File: src/rtl/plk_pkg.sv
// Shared types for the partition bus-lock controller.
// Assumes the event type code is three bits wide.
package plk_pkg;

    typedef enum logic [2:0] {
        EV_OTHER  = 3'd0,
        EV_MWR    = 3'd1,
        EV_MRDLK  = 3'd2,
        EV_CPLLK  = 3'd3,
        EV_CPLDLK = 3'd4,
        EV_UNLOCK = 3'd5
    } ev_t;

    typedef enum logic [1:0] {
        ST_IDLE    = 2'd0,
        ST_ARMING  = 2'd1,
        ST_LOCKED  = 2'd2,
        ST_RELEASE = 2'd3
    } lk_state_t;

endpackage

File: src/rtl/plk_classify.sv
// Event classifier: given the current lock state, decides for a single event
// whether it is forwarded, held, consumed as a lock/unlock control, or illegal.
// Purely combinational. Assumes port 0 is the upstream port.
module plk_classify
    import plk_pkg::*;
#(
    parameter int PORT_W = 3,
    parameter int VC_W   = 3
) (
    input  logic              valid_i,
    input  logic [PORT_W-1:0] src_i,
    input  logic [PORT_W-1:0] dst_i,
    input  logic [2:0]        type_i,
    input  logic [VC_W-1:0]   vc_i,
    input  logic              local_i,
    input  lk_state_t         state_i,
    input  logic [PORT_W-1:0] lock_port_i,
    input  logic [PORT_W-1:0] cand_port_i,
    input  logic              cand_valid_i,
    output logic              fwd_o,
    output logic              hold_o,
    output logic              arm_o,
    output logic              unlock_o,
    output logic              mrdlk_o,
    output logic              illegal_o,
    output logic              locked_now_o
);

    ev_t  ev;
    logic live, from_up, from_lock, tgt_locked, blocked;
    logic up_bad_type, lock_bad_type, up_bad_tgt;

    // Decode the event against the current lock state.
    always_comb begin
        ev           = ev_t'(type_i);
        live         = valid_i && !local_i;
        locked_now_o = (state_i == ST_LOCKED) || (state_i == ST_RELEASE);
        from_up      = (src_i == '0);
        from_lock    = (src_i == lock_port_i);
        tgt_locked   = (dst_i == '0) || (dst_i == lock_port_i);

        blocked = live && locked_now_o && (vc_i == '0) && !from_up
                  && !from_lock && tgt_locked;

        arm_o    = live && (state_i == ST_IDLE) && cand_valid_i
                   && (ev == EV_CPLDLK) && (src_i == cand_port_i);
        unlock_o = live && (state_i == ST_LOCKED) && from_up && (ev == EV_UNLOCK);
        mrdlk_o  = live && (state_i == ST_IDLE) && from_up
                   && (ev == EV_MRDLK) && (dst_i != '0);

        up_bad_type   = from_up && !(ev == EV_MWR || ev == EV_MRDLK || ev == EV_UNLOCK);
        lock_bad_type = from_lock && !(ev == EV_CPLLK || ev == EV_CPLDLK);
        up_bad_tgt    = from_up && (dst_i != '0) && (dst_i != lock_port_i);
        illegal_o     = live && locked_now_o
                        && (up_bad_type || lock_bad_type || up_bad_tgt);

        hold_o = blocked;
        fwd_o  = valid_i && !blocked && !arm_o && !unlock_o;
    end

endmodule

File: src/rtl/plk_state.sv
// Lock state machine: latches the candidate port from a locked read, arms on
// its locked completion, and gates both the lock and the unlock transitions
// on the relevant posted queues having drained.
module plk_state
    import plk_pkg::*;
#(
    parameter int NPORT  = 5,
    parameter int PORT_W = 3
) (
    input  logic              clk,
    input  logic              rst_n,
    input  logic              arm_i,
    input  logic              unlock_i,
    input  logic              mrdlk_i,
    input  logic [PORT_W-1:0] mrdlk_dst_i,
    input  logic [NPORT-1:0]  posted_empty_i,
    output lk_state_t         state_o,
    output logic [PORT_W-1:0] lock_port_o,
    output logic [PORT_W-1:0] cand_port_o,
    output logic              cand_valid_o,
    output logic              cpl_fwd_o,
    output logic              unlock_fwd_o
);

    lk_state_t         state_q;
    logic [PORT_W-1:0] lock_q, cand_q;
    logic              cand_v_q;
    logic              lock_drained;

    // Pick the posted-empty flag of the locked port.
    always_comb begin
        lock_drained = 1'b0;
        for (int p = 0; p < NPORT; p++) begin
            if (lock_q == PORT_W'(p)) lock_drained = posted_empty_i[p];
        end
    end

    // Release strobes fire once the matching queue is empty.
    always_comb begin
        cpl_fwd_o    = (state_q == ST_ARMING)  && lock_drained;
        unlock_fwd_o = (state_q == ST_RELEASE) && posted_empty_i[0];
    end

    // Advance the lock state and its port registers.
    always_ff @(posedge clk) begin
        if (!rst_n) begin
            state_q  <= ST_IDLE;
            lock_q   <= '0;
            cand_q   <= '0;
            cand_v_q <= 1'b0;
        end else begin
            case (state_q)
                ST_IDLE: begin
                    if (mrdlk_i) begin
                        cand_q   <= mrdlk_dst_i;
                        cand_v_q <= 1'b1;
                    end
                    if (arm_i) begin
                        lock_q  <= cand_q;
                        state_q <= ST_ARMING;
                    end
                end
                ST_ARMING:  if (cpl_fwd_o) state_q <= ST_LOCKED;
                ST_LOCKED:  if (unlock_i)  state_q <= ST_RELEASE;
                ST_RELEASE: if (unlock_fwd_o) begin
                    state_q  <= ST_IDLE;
                    lock_q   <= '0;
                    cand_v_q <= 1'b0;
                end
                default: state_q <= ST_IDLE;
            endcase
        end
    end

    assign state_o      = state_q;
    assign lock_port_o  = lock_q;
    assign cand_port_o  = cand_q;
    assign cand_valid_o = cand_v_q;

    // the completion strobe is followed by the locked state.
    a_r3_strobe_then_locked: assert property (@(posedge clk) disable iff (!rst_n)
        cpl_fwd_o |=> (state_q == ST_LOCKED));

    // once locked, only an accepted unlock can leave the locked state.
    a_r5_lock_holds: assert property (@(posedge clk) disable iff (!rst_n)
        (state_q == ST_LOCKED && !unlock_i) |=> (state_q == ST_LOCKED));

    // the unlock strobe returns the partition to idle.
    a_r6_unlock_then_idle: assert property (@(posedge clk) disable iff (!rst_n)
        unlock_fwd_o |=> (state_q == ST_IDLE));

    // a lock is only started from idle with a recorded candidate.
    a_r2_arm_from_idle: assert property (@(posedge clk) disable iff (!rst_n)
        (state_q == ST_ARMING && $past(state_q) == ST_IDLE) |-> $past(cand_v_q));

endmodule

File: src/rtl/plk_errflag.sv
// Sticky illegal-traffic flag: set by an illegal event, cleared by a clear
// pulse; a set in the same cycle as the clear wins.
module plk_errflag (
    input  logic clk,
    input  logic rst_n,
    input  logic illegal_i,
    input  logic clr_i,
    output logic err_o
);

    logic err_q;

    // Hold the flag until it is explicitly cleared.
    always_ff @(posedge clk) begin
        if (!rst_n) err_q <= 1'b0;
        else        err_q <= (err_q && !clr_i) || illegal_i;
    end

    assign err_o = err_q;

    // without a clear the flag never drops.
    a_r10_err_sticky: assert property (@(posedge clk) disable iff (!rst_n)
        (err_q && !clr_i) |=> err_q);

    // the flag only rises after an illegal event.
    a_r8_err_cause: assert property (@(posedge clk) disable iff (!rst_n)
        $rose(err_q) |-> $past(illegal_i));

endmodule

File: src/rtl/part_lock_ctrl.sv
// Partition bus-lock controller top. Classifies one TLP event per cycle,
// tracks the lock state and raises a sticky flag on illegal traffic.
// Assumes port 0 is upstream and ports 1..NUM_DN are downstream.
module part_lock_ctrl
    import plk_pkg::*;
#(
    parameter  int NUM_DN = 4,
    parameter  int VC_W   = 3,
    localparam int NPORT  = NUM_DN + 1,
    localparam int PORT_W = $clog2(NPORT)
) (
    input  logic              clk,
    input  logic              rst_n,
    input  logic              evt_valid,
    input  logic [PORT_W-1:0] evt_src,
    input  logic [PORT_W-1:0] evt_dst,
    input  logic [2:0]        evt_type,
    input  logic [VC_W-1:0]   evt_vc,
    input  logic              evt_local,
    input  logic [NPORT-1:0]  posted_empty,
    input  logic              err_clr,
    output logic              evt_fwd,
    output logic              evt_hold,
    output logic              cpl_fwd,
    output logic              unlock_fwd,
    output logic              locked,
    output logic [PORT_W-1:0] lock_port,
    output logic [NPORT-1:0]  tgt_hold_mask,
    output logic              err_flag
);

    lk_state_t         state;
    logic [PORT_W-1:0] cand_port;
    logic              cand_valid;
    logic              arm, unlock_req, mrdlk, illegal, locked_now;

    plk_classify #(.PORT_W(PORT_W), .VC_W(VC_W)) u_classify (
        .valid_i      (evt_valid),
        .src_i        (evt_src),
        .dst_i        (evt_dst),
        .type_i       (evt_type),
        .vc_i         (evt_vc),
        .local_i      (evt_local),
        .state_i      (state),
        .lock_port_i  (lock_port),
        .cand_port_i  (cand_port),
        .cand_valid_i (cand_valid),
        .fwd_o        (evt_fwd),
        .hold_o       (evt_hold),
        .arm_o        (arm),
        .unlock_o     (unlock_req),
        .mrdlk_o      (mrdlk),
        .illegal_o    (illegal),
        .locked_now_o (locked_now)
    );

    plk_state #(.NPORT(NPORT), .PORT_W(PORT_W)) u_state (
        .clk            (clk),
        .rst_n          (rst_n),
        .arm_i          (arm),
        .unlock_i       (unlock_req),
        .mrdlk_i        (mrdlk),
        .mrdlk_dst_i    (evt_dst),
        .posted_empty_i (posted_empty),
        .state_o        (state),
        .lock_port_o    (lock_port),
        .cand_port_o    (cand_port),
        .cand_valid_o   (cand_valid),
        .cpl_fwd_o      (cpl_fwd),
        .unlock_fwd_o   (unlock_fwd)
    );

    plk_errflag u_err (
        .clk       (clk),
        .rst_n     (rst_n),
        .illegal_i (illegal),
        .clr_i     (err_clr),
        .err_o     (err_flag)
    );

    assign locked = locked_now;

    // Mark the ports whose VC0 ingress from other ports is held.
    for (genvar p = 0; p < NPORT; p++) begin : g_mask
        if (p == 0) begin : g_up
            assign tgt_hold_mask[p] = locked_now;
        end else begin : g_dn
            assign tgt_hold_mask[p] = locked_now && (lock_port == PORT_W'(p));
        end
    end

    // forward and hold are never both asserted.
    a_r4_fwd_hold_excl: assert property (@(posedge clk) disable iff (!rst_n)
        !(evt_fwd && evt_hold));

    // only VC0 traffic from a downstream port is ever held.
    a_r4_hold_vc0_only: assert property (@(posedge clk) disable iff (!rst_n)
        evt_hold |-> (evt_vc == '0 && evt_src != '0 && locked));

    // locally generated messages always go out.
    a_r9_local_passes: assert property (@(posedge clk) disable iff (!rst_n)
        (evt_valid && evt_local) |-> evt_fwd);

    // at most the upstream and one downstream port are marked.
    a_r11_mask_width: assert property (@(posedge clk) disable iff (!rst_n)
        $countones(tgt_hold_mask) <= 2);

endmodule

File: config.mk
export PLATFORM = sky130hd
export DESIGN_NAME = part_lock_ctrl
export DESIGN_NICKNAME = d
export VERILOG_FILES = /design/src/rtl/plk_pkg.sv /design/src/rtl/plk_classify.sv /design/src/rtl/plk_state.sv /design/src/rtl/plk_errflag.sv /design/src/rtl/part_lock_ctrl.sv
export SDC_FILE = /design/constraint.sdc
export NUM_CORES = 1
export LEC_CHECK = 0
export BUFFER_PORTS_ARGS = -buffer_cell sky130_fd_sc_hd__buf_4
export CORE_MARGIN = 2
export CORE_UTILIZATION = 42
export DETAILED_ROUTE_END_ITERATION = 8
export HOLD_SLACK_MARGIN = 0.08
export PLACE_DENSITY = 0.79
export SLEW_MARGIN = 10
export SYNTH_ARGS = -nofsm -noshare
export SYNTH_HDL_FRONTEND = slang
export SYNTH_SLANG_ARGS = --single-unit
File: constraint.sdc
create_clock -name clk -period 3.6 [get_ports clk]
set_clock_uncertainty 0.15 [all_clocks]
set_input_delay 0 -clock clk [delete_from_list [all_inputs] [get_ports clk]]
set_output_delay 0 -clock clk [all_outputs]
set_load 0.02 [all_outputs]
== Yosys cells after proc, flatten, opt, wreduce, memory -nomap -nowiden ==
Index checks and enable logic that the tools add are counted.

* Register bits after elaboration: 10
* Bits in latches: 0
* Bits in writable memories: 0
* Memory bits (read-only): 0
* Bits of input ports: 22
* Output and inout port bits: 14
* Logic and storage cells: 101
* Memories kept: 0

* $add $sub $neg: 0
* $mul: 0
* Divide/modulo/power cells: 0
* Order comparisons: 0
* Equality and inequality tests: 21
* Shift-type cells: 0
* Multiplexer cells: 16
* Bitwise logic cells: 0
* Reduce and logical (&&, ||, !) cells: 59

{| class="wikitable"
|+ Operators with widths
! operator !! number
|-
| 1-bit logical AND || 31
|-
| 3-bit by 2-bit == test with 1-bit output (second input constant) || 4
|-
| 3-bit zero test || 4
|-
| 3-bit == test || 3
|-
| 3-bit == test (second input constant) || 3
|-
| 1-bit zero test || 9
|-
| 1-bit logical OR || 8
|-
| 2-bit 2-to-1 mux || 4
|-
| 2-bit inequality test (second input constant) || 4
|-
| 2-bit one-hot mux with 4 select lines || 1
|-
| 1-bit 2-to-1 mux || 7
|-
| 3-bit by 1-bit == test with 1-bit output (second input constant) || 2
|-
| 3-bit 2-to-1 mux || 2
|-
| 3-bit one-hot mux with 2 select lines || 1
|-
| 3-bit AND reduction || 2
|-
| 2-bit == test (second input constant) || 2
|-
| 4-bit AND reduction || 1
|-
| 3-bit inequality test || 1
|-
| 3-bit nonzero test || 1
|-
| 2-bit by 1-bit == test with 1-bit output (second input constant) || 1
|-
| 2-bit zero test || 1
|-
| 2-bit by 1-bit inequality test with 1-bit output (second input constant) || 1
|-
| 1-bit one-hot mux with 2 select lines || 1
|-
| 2-bit AND reduction || 1
|-
| 2-bit nonzero test || 1
|}

== Logic depth before layout (Yosys ltp) ==
Gate-level depths: netlist of the first run.

* Word-level depth: 11
* Gate-level depth with buffers: 8
* Depth with buffers taken out: 8

== Hierarchy ==
Synthesis of the first run repeated with hierarchy kept, for this count alone.

* Cells, all modules: 130
* Area total of the unflattened synthesis: 1042.2 sq um

{| class="wikitable"
|+ Modules (own cells, without submodules)
! module !! instances !! cells each !! area an instance (sq um) !! seq. area each (sq um)
|-
| plk_state || 1 || 60 || 518.0 || 180.2
|-
| plk_classify || 1 || 62 || 427.9 || 0.0
|-
| part_lock_ctrl || 1 || 5 || 55.1 || 0.0
|-
| plk_errflag || 1 || 3 || 41.3 || 20.0
|}

== Least setup slack after synthesis of the first run ==
No wires, ideal clock.

* Path type: register to output
* Start: reg u_state.lock_q[2], in the netlist u_state.lock_port_o[2]
* End: out evt_fwd
* Data arrival time: 2198 ps
* Required time: 3450 ps
* Path slack: 1252 ps
* Stages on the path, launching flop included: 8
* Path buffers: 1
* Cell sequence: dfxtp_1 buf_2 xnor2_1 nand3_1 a21oi_1 a21oi_1 nor4_1 a211oi_1

* Word-level cells in the longest chain between the ends: 8
* Elaborated cells between the ends (all ways): 10
* Those cells by class: 2 x eq/ne; 8 x reduce/logical

{| class="wikitable"
|+ Ends and longest elaborated chain
! item !! line !! text
|-
| from (decl) || plk_state.sv:26 || <nowiki>logic [PORT_W-1:0] lock_q, cand_q;</nowiki>
|-
| from (signal assigned) || plk_state.sv:59 || <nowiki>lock_q <= cand_q;</nowiki>
|-
| 3-bit == test || plk_classify.sv:39 || <nowiki>from_lock = (src_i == lock_port_i);</nowiki>
|-
| 1-bit zero test || plk_classify.sv:43 || <nowiki>&& !from_lock && tgt_locked;</nowiki>
|-
| 1-bit logical AND || plk_classify.sv:43 ||
|-
| 1-bit logical AND (*) || plk_classify.sv:43 ||
|-
| net evt_hold || part_lock_ctrl.sv:23 || <nowiki>output logic evt_hold,</nowiki>
|-
| 1-bit zero test (*) || plk_classify.sv:58 || <nowiki>fwd_o = valid_i && !blocked && !arm_o && !unlock_o;</nowiki>
|-
| 1-bit logical AND (*) (3 in series) || plk_classify.sv:58 ||
|-
| to (decl) || part_lock_ctrl.sv:22 || <nowiki>output logic evt_fwd,</nowiki>
|}

Mark *: on every way through the listed nets, which the timed path passes. The rest lies on a longest branch.

== Worst setup path in the final report of the first run ==
* Start: reg u_state.lock_q[2], in the netlist u_state.lock_port_o[2]
* End: reg u_err.err_q, in the netlist u_err.err_o

* Word-level cells in the longest chain between the ends: 6
* Elaborated cells between the ends (all ways): 8
* Those cells by class: 2 x eq/ne; 6 x reduce/logical

{| class="wikitable"
|+ Ends and longest elaborated chain
! item !! line !! text
|-
| 3-bit == test || plk_classify.sv:39 ||
|-
| 1-bit logical AND || plk_classify.sv:52 || <nowiki>lock_bad_type = from_lock && !(ev == EV_CPLLK || ev == EV_CPLDLK);</nowiki>
|-
| 1-bit logical OR || plk_classify.sv:55 || <nowiki>&& (up_bad_type || lock_bad_type || up_bad_tgt);</nowiki>
|-
| 1-bit logical OR (*) || plk_classify.sv:55 ||
|-
| 1-bit logical AND (*) || plk_classify.sv:55 ||
|-
| 1-bit logical OR (*) || plk_errflag.sv:16 || <nowiki>else err_q <= (err_q && !clr_i) || illegal_i;</nowiki>
|-
| to (signal assigned) || plk_errflag.sv:16 ||
|-
| to (decl) || plk_errflag.sv:11 || <nowiki>logic err_q;</nowiki>
|}

Mark *: on every way between the ends. The rest lies on a longest branch, timed or not.
A chain may end at the register's enable or synchronous reset.

==> results of run 1 <==
layout by cell type (no fill, tap or decap), types with 3 or more instances in the layout:
master,synthesis,final
nor2_1,6,6
ha_1,4,4
nor2b_1,6,6
nand3_1,9,9
nor3_1,3,3
dlygate4sd3_1,0,8
xnor2_1,3,3
nand2_1,12,12
inv_1,6,6
dfxtp_1,10,10
xor2_1,4,4
mux2i_1,7,7
clkbuf_4,0,3
buf_4,1,35
a21oi_1,4,4
o21ai_0,4,4
power groups by stage:
| stage | clock [uW] | sequential, uW | combinational, uW |
|---|---|---|---|
| after floorplan | 0 | 113 | 20.9 |
| after global placement | 0 | 113 | 46.9 |
| after detailed placement | 0 | 113 | 48.3 |
| after CTS | 106 | 111 | 54.0 |
| after global routing | 111 | 111 | 58.9 |
| final | 104 | 111 | 54.8 |
area by class of cell:
type	count	area (um2)	area share, %
timing repair buffer	43	343	26.1
sequential	10	200	15.2
inverter	6	22.5	1.71
clock buffer	4	36.3	2.76
multi-input combinational	94	678	51.6
tap	28	35.0	2.66
flip-flops by register name (all words and copies together) (netlist names):
name	count
u_err.err_o	1
u_state.cand_port_o	3
u_state.cand_valid_o	1
u_state.lock_port_o	3
u_state.state_o	2
per-layer routing:
metal  global-route usage, %  vias up  wire, um  share of wire, %
met5                       0        -         0                 0
met4                    13.2        0       112               4.2
met3                    4.97       13       221               8.2
met2                    38.5       53      1340                50
met1                    25.7      492      1020                38
li1                        -      495         -                 -
stage by stage:
step / cell area, um2 / hold WS, ns / power (uW)
6_report: 1320 / 0.117 / 270
5_1_grt: 1320 / 0.124 / 281
4_1_cts: 1320 / 0.120 / 271
3_5_place_dp: 1200 / 0.131 / 162
3_3_place_gp: 1200 / 0.133 / 160
2_1_floorplan: 937 / -0.0204 / 134
kinds of logic after synthesis:
family                   count (synthesis)  synth area share, %
AO/OA/AOI/OAI                           20                 16.2
buffers and inverters                   12                 6.28
AND/OR/NAND/NOR                         55                 34.4
adder cells (fa/ha/maj)                  4                 5.34
XOR/XNOR                                 7                 6.54
multiplexers                             8                 9.88
flip-flops                              10                 21.4
worst paths after layout:
kind,to,slack (ns),depth (start not counted)
worst max-delay path,u_err.err_o,0.91,7
worst min-delay path,u_state.state_o[0],0.12,5
worst max register to register,u_err.err_o,0.91,7
worst min register to register,u_state.lock_port_o[2],0.34,2
worst max-delay path, stage by stage, from the launching register on:
cell and delay [ns]:
dfxtp_1 0.73, xor2_1 0.20, nor3_2 0.31, nor2_1 0.09
a2111oi_0 0.40, o31ai_1 0.14, nand3_1 0.09, dlygate4sd3_1 0.53
==> impl_metrics.py, run 1 <==
metrics = {
    "outcome": {
        "outcome": "finished with violations",
        "violations": "DRC",
    },
    "sta": {
        "hold_viol_final": 0,
        "tightest_slew_ns": 0.623,
        "max_freq_ghz": 0.371,
        "fin_crit_sh_pct": 74.8,
        "slew_headroom_pct": 58.4,
        "min_period_ns": 2.69,
        "fin_setup_tns_ns": 0,
        "setup_viol": 0,
        "fin_ws_ns": 0.908,
        "finalMaxSlewViolations": 0,
        "rsz0062_at_grt": "false",
    },
    "clocking": {
        "cts_tree": "done",
        "clock-sinks": 10,
        "cts_buffers": 3,
        "holdBufCountCts": 8,
        "cts_setup_buffers": 0,
        "clockBufferDepth": 2,
        "clk_pin_slew_ns": 0.08,
        "cts_resized": 0,
        "root_buffer": "clkbuf_4",
        "htree_levels": 1,
        "insertion_delay_ns": 0.27,
    },
    "worst_setup_path": {
        "worst_ep_required_time_ns": 3.67,
        "cp_max_fo": 15,
        "critPathArrivalTime_ns": 2.77,
        "cp-startpoint": "u_state.lock_port_o[2]",
        "end_kind": "register",
        "reg2reg_from": "u_state.lock_port_o[2]",
        "path_class": "reg2reg",
        "critPathLaunchType": "register",
    },
    "power": {
        "switching_share_pct": 24.9,
        "combPwrFrac_pct": 20.3,
        "ir_drop_uv": 169,
        "intPower_uw": 203,
        "seqPwrFrac_pct": 41.0,
        "power.density_mw_per_mm2": 205,
        "power_frac_clock_pct": 38.7,
        "p_leak_uw": 0.000546,
        "switchingPower_uw": 67.1,
    },
    "synthesis": {
        "synthCells": 116,
        "syn_area_um2": 937,
        "yosys_warnings": 0,
        "seq_area_frac_synth_pct": 21.4,
        "synth.most_common_cell": "nand2_1",
        "syn_avg_cell_area_um2": 8.08,
        "synth-edff-count": 0,
        "synth_top_cell_area_share_pct": 21.4,
        "synth_area_leaders": "dfxtp_1 (21%), mux2i_1 (7.5%), ha_1 (5.3%)",
        "synthTopCellsByCount": "nand2_1 (12), dfxtp_1 (10), nand3_1 (9)",
        "synth_nets": 142,
        "synthArstFlopShare_pct": 0,
        "synth_top_area_cell": "dfxtp_1",
        "synth_flop_cell": "dfxtp_1",
        "synth_cell_types": 43,
        "synth-seq-cells": 10,
    },
    "cells_and_area": {
        "diodes": 0,
        "finalNonFillerCells": 185,
        "nets": 184,
        "drive_gt1_share_pct": 30.6,
        "fin_util_pct": 60.6,
        "area_growth_pct": 40.3,
        "fillers": 204,
    },
    "place": {
        "placed_cells": 173,
        "dp_slack_ns": 1.51,
        "dpl.hpwl_um": 2090,
        "io_buffers": 35,
        "gp_congestion": 1.01,
    },
    "hold_path": {
        "hp-class": "in2reg",
        "hold_path.startpoint": "posted_empty[4]",
    },
    "drt": {
        "drtIter0Drc": 32,
        "vias": 1053,
        "detail-route-antenna-nets": 0,
        "postRouteWirelength_um": 2700,
        "wl_per_cell_um": 14.6,
        "route.detailed.drc": 1,
        "via_per_inst": 5.69,
        "dr.pass1.iters": 6,
    },
    "floorplan": {
        "start_util_pct": 43.2,
        "num_rows": 17,
        "die_h_um": 51.2,
        "die_w_um": 51.2,
        "core_area_mm2": 0.00217,
        "dieArea_mm2": 0.00263,
        "pin_count": 36,
    },
    "grt": {
        "grt_max_degree": 17,
        "antenna_found_initial": 0,
        "grt_pass1_vias": 1008,
        "globalRouteOverflowTotal": 0,
        "grt_pass1_wl_um": 4440,
        "grt_use_total_pct": 22.6,
    },
    "run": {
        "cap_viol_max_count": 0,
    },
}
Note: power is estimated with default switching activity, not from simulation.
==> run 2, diff against run 1 <==
--- a/config.mk
+++ b/config.mk
@@ -10,7 +10,7 @@
 export CORE_UTILIZATION = 42
 export DETAILED_ROUTE_END_ITERATION = 8
 export HOLD_SLACK_MARGIN = 0.08
-export PLACE_DENSITY = 0.79
+export PLACE_DENSITY = 0.82
 export SLEW_MARGIN = 10
 export SYNTH_ARGS = -nofsm -noshare
 export SYNTH_HDL_FRONTEND = slang
==> constraint.sdc (replaced) <==
create_clock -name clk -period 2.16 [get_ports clk]
set_clock_uncertainty 0.15 [all_clocks]
set_input_delay 0 -clock clk [delete_from_list [all_inputs] [get_ports clk]]
set_output_delay 0 -clock clk [all_outputs]
set_load 0.02 [all_outputs]
==> impl_metrics.py, run 2 (synthesized netlist as in run 1, its figures left out) <==
metrics = {
    "sta": {
        "max_freq_ghz": 0.492,
        "hold_viol_final": 0,
        "tightest_slew_ns": 0.589,
        "fin_crit_sh_pct": 94.1,
        "min_period_ns": 2.03,
        "setup_viol": 0,
        "slew_headroom_pct": 60.4,
        "finalMaxSlewViolations": 0,
    },
    "cells_and_area": {
        "diodes": 0,
        "fin_util_pct": 64.4,
        "final_cell_mix": "buf_4 (39), nand2_1 (12), nand3_1 (9), dlygate4sd3_1 (9)",
        "final_common_cell": "buf_4",
        "nets": 189,
        "drive_gt1_share_pct": 37.0,
        "fillers": 179,
        "area_growth_pct": 49.0,
        "stdcell_area_mm2": 0.00140,
    },
    "power": {
        "power.density_mw_per_mm2": 319,
        "p_leak_uw": 0.000578,
        "ir_drop_uv": 416,
    },
    "worst_setup_path": {
        "path_class": "in2reg",
        "end_kind": "register",
        "worst_ep_required_time_ns": 2.19,
        "critPathLaunchType": "primary input",
        "r2r_setup_slack_ns": 0.13,
        "ff2ff_path_depth": 7,
        "slowest_delay_ns": 0.56,
        "cp-startpoint": "evt_type[1]",
        "cp_slowest_cell": "or4_4",
        "r2r-end": "u_state.lock_port_o[2]",
        "critPathArrivalTime_ns": 2.06,
        "cp_max_fo": 4,
        "setup.worst_path.end": "u_state.lock_port_o[2]",
        "reg2reg_from": "u_state.state_o[0]",
        "cp_cell_sequence": "dlygate4sd3_1, buf_4, nor2b_2, nand2_1, or4_4, a2bb2oi_2, and2b_2, mux2i_1",
    },
    "drt": {
        "wl_per_cell_um": 13.6,
        "via_per_inst": 5.57,
        "drtIter0Drc": 31,
        "route.detailed.drc": 0,
        "vias": 1058,
        "detail-route-antenna-nets": 0,
        "dr.pass1.iters": 4,
        "postRouteWirelength_um": 2580,
    },
    "place": {
        "gp_congestion": 0.862,
        "dpl.hpwl_um": 1990,
        "io_buffers": 35,
        "dpl_cell_area_mm2": 0.00123,
    },
    "floorplan": {
        "core_area_mm2": 0.00217,
        "num_rows": 17,
        "start_util_pct": 43.2,
        "die_h_um": 51.2,
        "die_w_um": 51.2,
        "dieArea_mm2": 0.00263,
        "pin_count": 36,
    },
    "grt": {
        "grt_max_degree": 17,
        "grt_use_total_pct": 21.2,
        "globalRouteOverflowTotal": 0,
        "grt_pass1_vias": 988,
        "grt_pass1_wl_um": 4280,
        "antenna_found_initial": 0,
    },
    "hold_path": {
        "hp-class": "in2reg",
    },
    "clocking": {
        "root_buffer": "clkbuf_4",
        "htree_levels": 1,
        "clock-sinks": 10,
        "insertion_delay_ns": 0.26,
        "clk_pin_slew_ns": 0.07,
        "cts_tree": "done",
        "clockBufferDepth": 2,
        "cts_buffers": 3,
    },
    "outcome": {
        "outcome": "finished, final reports clean",
    },
    "run": {
        "cap_viol_max_count": 0,
    },
}
[run 2: changes by cell type in the layout (fill, tap and decap cells not counted), moves of 2 or more]
cell / change
nor4_1: -2
dfxtp_1: -3
dfxtp_2: +2
buf_4: +4
[run 2: per-stage QoR]
stage	setup slack, ns	hold slack (ns)	power, uW	setup TNS (ns)	instances
2_1_floorplan	0.0931	-0.0204	224	0	116
3_3_place_gp	0.199	0.128	268	0	176
3_5_place_dp	0.166	0.130	270	0	176
4_1_cts	0.00655	0.0958	446	0	189
5_1_grt	-0.00415	0.132	468	-0.00415	190
6_report	0.127	0.100	446	0	190
[run 2: layout make-up]
| class | count | area (um2) | share of cell area [%] |
|---|---|---|---|
| tap | 28 | 35.0 | 2.51 |
| multi-input combinational | 94 | 713 | 51.1 |
| timing repair buffer | 48 | 383 | 27.4 |
| clock buffer | 4 | 36.3 | 2.60 |
| sequential | 10 | 206 | 14.8 |
| inverter | 6 | 22.5 | 1.61 |
[run 2: critical path: cells and delay by family]
family          cells  cell delay (ns)
simple gates        4             1.00
buf+inv             2             0.69
compound gates      1             0.15
mux                 1             0.22
[run 2: where the power goes]
part	switching (uW)	internal [uW]	leakage (uW)
Combinational	41.4	56.6	0.000475
Sequential	0.221	183	0.0000824
Clock	62.3	102	0.0000210
[run 2: worst min path at each step]
stage / start / slack (ns) / end / cells after the start
after global routing: evt_src[2] / 0.13 / u_err.err_o / 5
after detailed placement: evt_type[1] / 0.13 / u_err.err_o / 3
after floorplan: evt_valid / -0.02 / evt_fwd / 2
after CTS: evt_src[2] / 0.1 / u_err.err_o / 5
final: evt_src[1] / 0.1 / u_err.err_o / 5
after global placement: evt_type[1] / 0.13 / u_err.err_o / 3
[run 2: timing repair]
action	CTS	global route
endpoints found under the hold margin	10	0
resized for setup	1	9
buffers inserted	0	1
pin swaps	0	1
setup endpoints to repair	1	3
hold buffers	9	0
[run 2: routing by layer]
metal  wire length (um)  GRT usage [%]  up-vias
met2               1300           39.2       55
met5                  0              0        -
met4                 34           5.70        0
met1               1020           24.4      488
li1                   -              -      509
met3                224           4.39        6
==> run 3, diff against run 2 <==
--- a/config.mk
+++ b/config.mk
@@ -11,6 +11,7 @@
 export DETAILED_ROUTE_END_ITERATION = 8
 export HOLD_SLACK_MARGIN = 0.08
 export PLACE_DENSITY = 0.82
+export SETUP_SLACK_MARGIN = 0.4
 export SLEW_MARGIN = 10
 export SYNTH_ARGS = -nofsm -noshare
 export SYNTH_HDL_FRONTEND = slang
==> impl_metrics.py, run 3 (synthesized netlist as in run 1, its figures left out) <==
metrics = {
    "power": {
        "power_uw": 439,
        "power.density_mw_per_mm2": 257,
        "ir_drop_uv": 391,
        "p_leak_uw": 0.000715,
    },
    "cells_and_area": {
        "final_common_cell": "buf_4",
        "final_cell_mix": "buf_4 (52), nand2_1 (12), dlygate4sd3_1 (9), nand3_1 (7), mux2i_1 (7)",
        "finalNonFillerCells": 209,
        "area_growth_pct": 82.2,
        "drive_gt1_share_pct": 55.8,
        "fin_util_pct": 78.7,
        "nets": 208,
        "diodes": 0,
    },
    "drt": {
        "vias": 1201,
        "wl_met3_um": 175,
        "dr.max_layer_used": "met4",
        "wl_per_cell_um": 18.0,
        "drtIter0Drc": 33,
        "detail-route-antenna-nets": 0,
        "met1_length_um": 1670,
        "route.detailed.drc": 0,
        "dr.pass1.iters": 4,
        "postRouteWirelength_um": 3760,
        "wl_met2_um": 1800,
        "via_per_inst": 5.75,
    },
    "floorplan": {
        "core_area_mm2": 0.00217,
        "dieArea_mm2": 0.00263,
        "start_util_pct": 43.2,
        "pin_count": 36,
        "die_w_um": 51.2,
        "die_h_um": 51.2,
        "num_rows": 17,
    },
    "worst_setup_path": {
        "path_class": "reg2out",
        "critPathLaunchType": "register",
        "critPathArrivalTime_ns": 1.85,
        "reg2reg_from": "u_state.state_o[0]",
        "r2r-end": "u_state.lock_port_o[2]",
        "ff2ff_path_depth": 7,
        "r2r_setup_slack_ns": 0.26,
        "worst_ep_required_time_ns": 2.01,
        "cp-startpoint": "u_state.lock_port_o[0]",
        "end_kind": "output pin",
        "cp_max_fo": 4,
    },
    "hold_path": {
        "holdPathEnd": "u_err.err_o",
        "holdPathStages": 5,
        "hold_path.startpoint": "evt_src[1]",
        "hp-class": "in2reg",
    },
    "clocking": {
        "root_buffer": "clkbuf_4",
        "clock-sinks": 10,
        "cts_buffers": 3,
        "clockBufferDepth": 2,
        "clk_pin_slew_ns": 0.07,
        "insertion_delay_ns": 0.27,
        "htree_levels": 1,
        "cts_tree": "done",
    },
    "sta": {
        "slew_headroom_pct": 56.2,
        "finalMaxSlewViolations": 0,
        "rsz0062_at_grt": "true",
        "fin_setup_tns_ns": 0,
        "fin_crit_sh_pct": 92.6,
        "setup_viol": 0,
        "hold_viol_final": 0,
        "min_period_ns": 2.00,
        "max_freq_ghz": 0.500,
        "tightest_slew_ns": 0.652,
    },
    "grt": {
        "grt_use_total_pct": 24.3,
        "grt_max_degree": 17,
        "antenna_found_initial": 0,
        "grt_pass1_vias": 1058,
        "grt_pass1_wl_um": 4780,
        "globalRouteOverflowTotal": 0,
    },
    "place": {
        "dpl.hpwl_um": 2060,
        "placed_cells": 174,
        "io_buffers": 35,
        "gp_congestion": 0.950,
    },
    "run": {
        "cap_viol_max_count": 0,
    },
    "outcome": {
        "outcome": "finished, final reports clean",
    },
}
==> run 3: final cells by class <==
type / instances / area (um2)
well taps: 28 / 35.0
repair buffers: 67 / 551
fillers: 138 / 462
clock buffers: 4 / 26.3
inverters: 6 / 27.5
flip-flops and latches: 10 / 221
multi-input cells: 94 / 847
==> run 3: critical path: stages (launching register included) <==
cell     delay [ns]
dfxtp_4        0.39
mux4_2         0.50
nor2b_4        0.15
a31oi_4        0.16
and2b_1        0.24
buf_6          0.14
==> run 3: metrics by stage <==
step / worst slack [ns] / cell area (um2) / hold WS (ns)
floorplan: 0.327 / 990 / -0.00884
global placement: 0.252 / 1260 / 0.139
detailed placement: 0.224 / 1260 / 0.130
CTS: 0.229 / 1480 / 0.0996
global route: 0.127 / 1710 / 0.150
finish: 0.161 / 1710 / 0.155
==> run 3: worst max path at each step <==
stage,cells past startpoint,end,slack (ns)
floorplan,7,u_state.state_o[0],0.33
global placement,8,u_err.err_o,0.25
detailed placement,8,u_err.err_o,0.22
CTS,5,cpl_fwd,0.23
global route,5,cpl_fwd,0.13
finish,5,cpl_fwd,0.16
==> run 3: what timing repair did <==
item                                    in CTS  in global routing
buffers inserted                             8                 14
endpoints found under the setup margin      10                 13
gates resized for setup                     16                 29
pin swaps                                    8                 12
hold buffers                                 9                  0
endpoints found under the hold margin       10                  0
gates cloned                                 0                  0
==> run 3: per-layer routing <==
metal / global-route usage, % / vias to the layer above
met5: 0 / -
li1: - / 548
met1: 30.4 / 584
met4: 9.65 / 0
met2: 41.8 / 57
met3: 3.51 / 12
==> run 3: report_power, final <==
part	total, uW	switching [uW]	internal (uW)
logic	120	55.5	64.0
clock network	142	70.1	71.4
registers	178	0.235	178
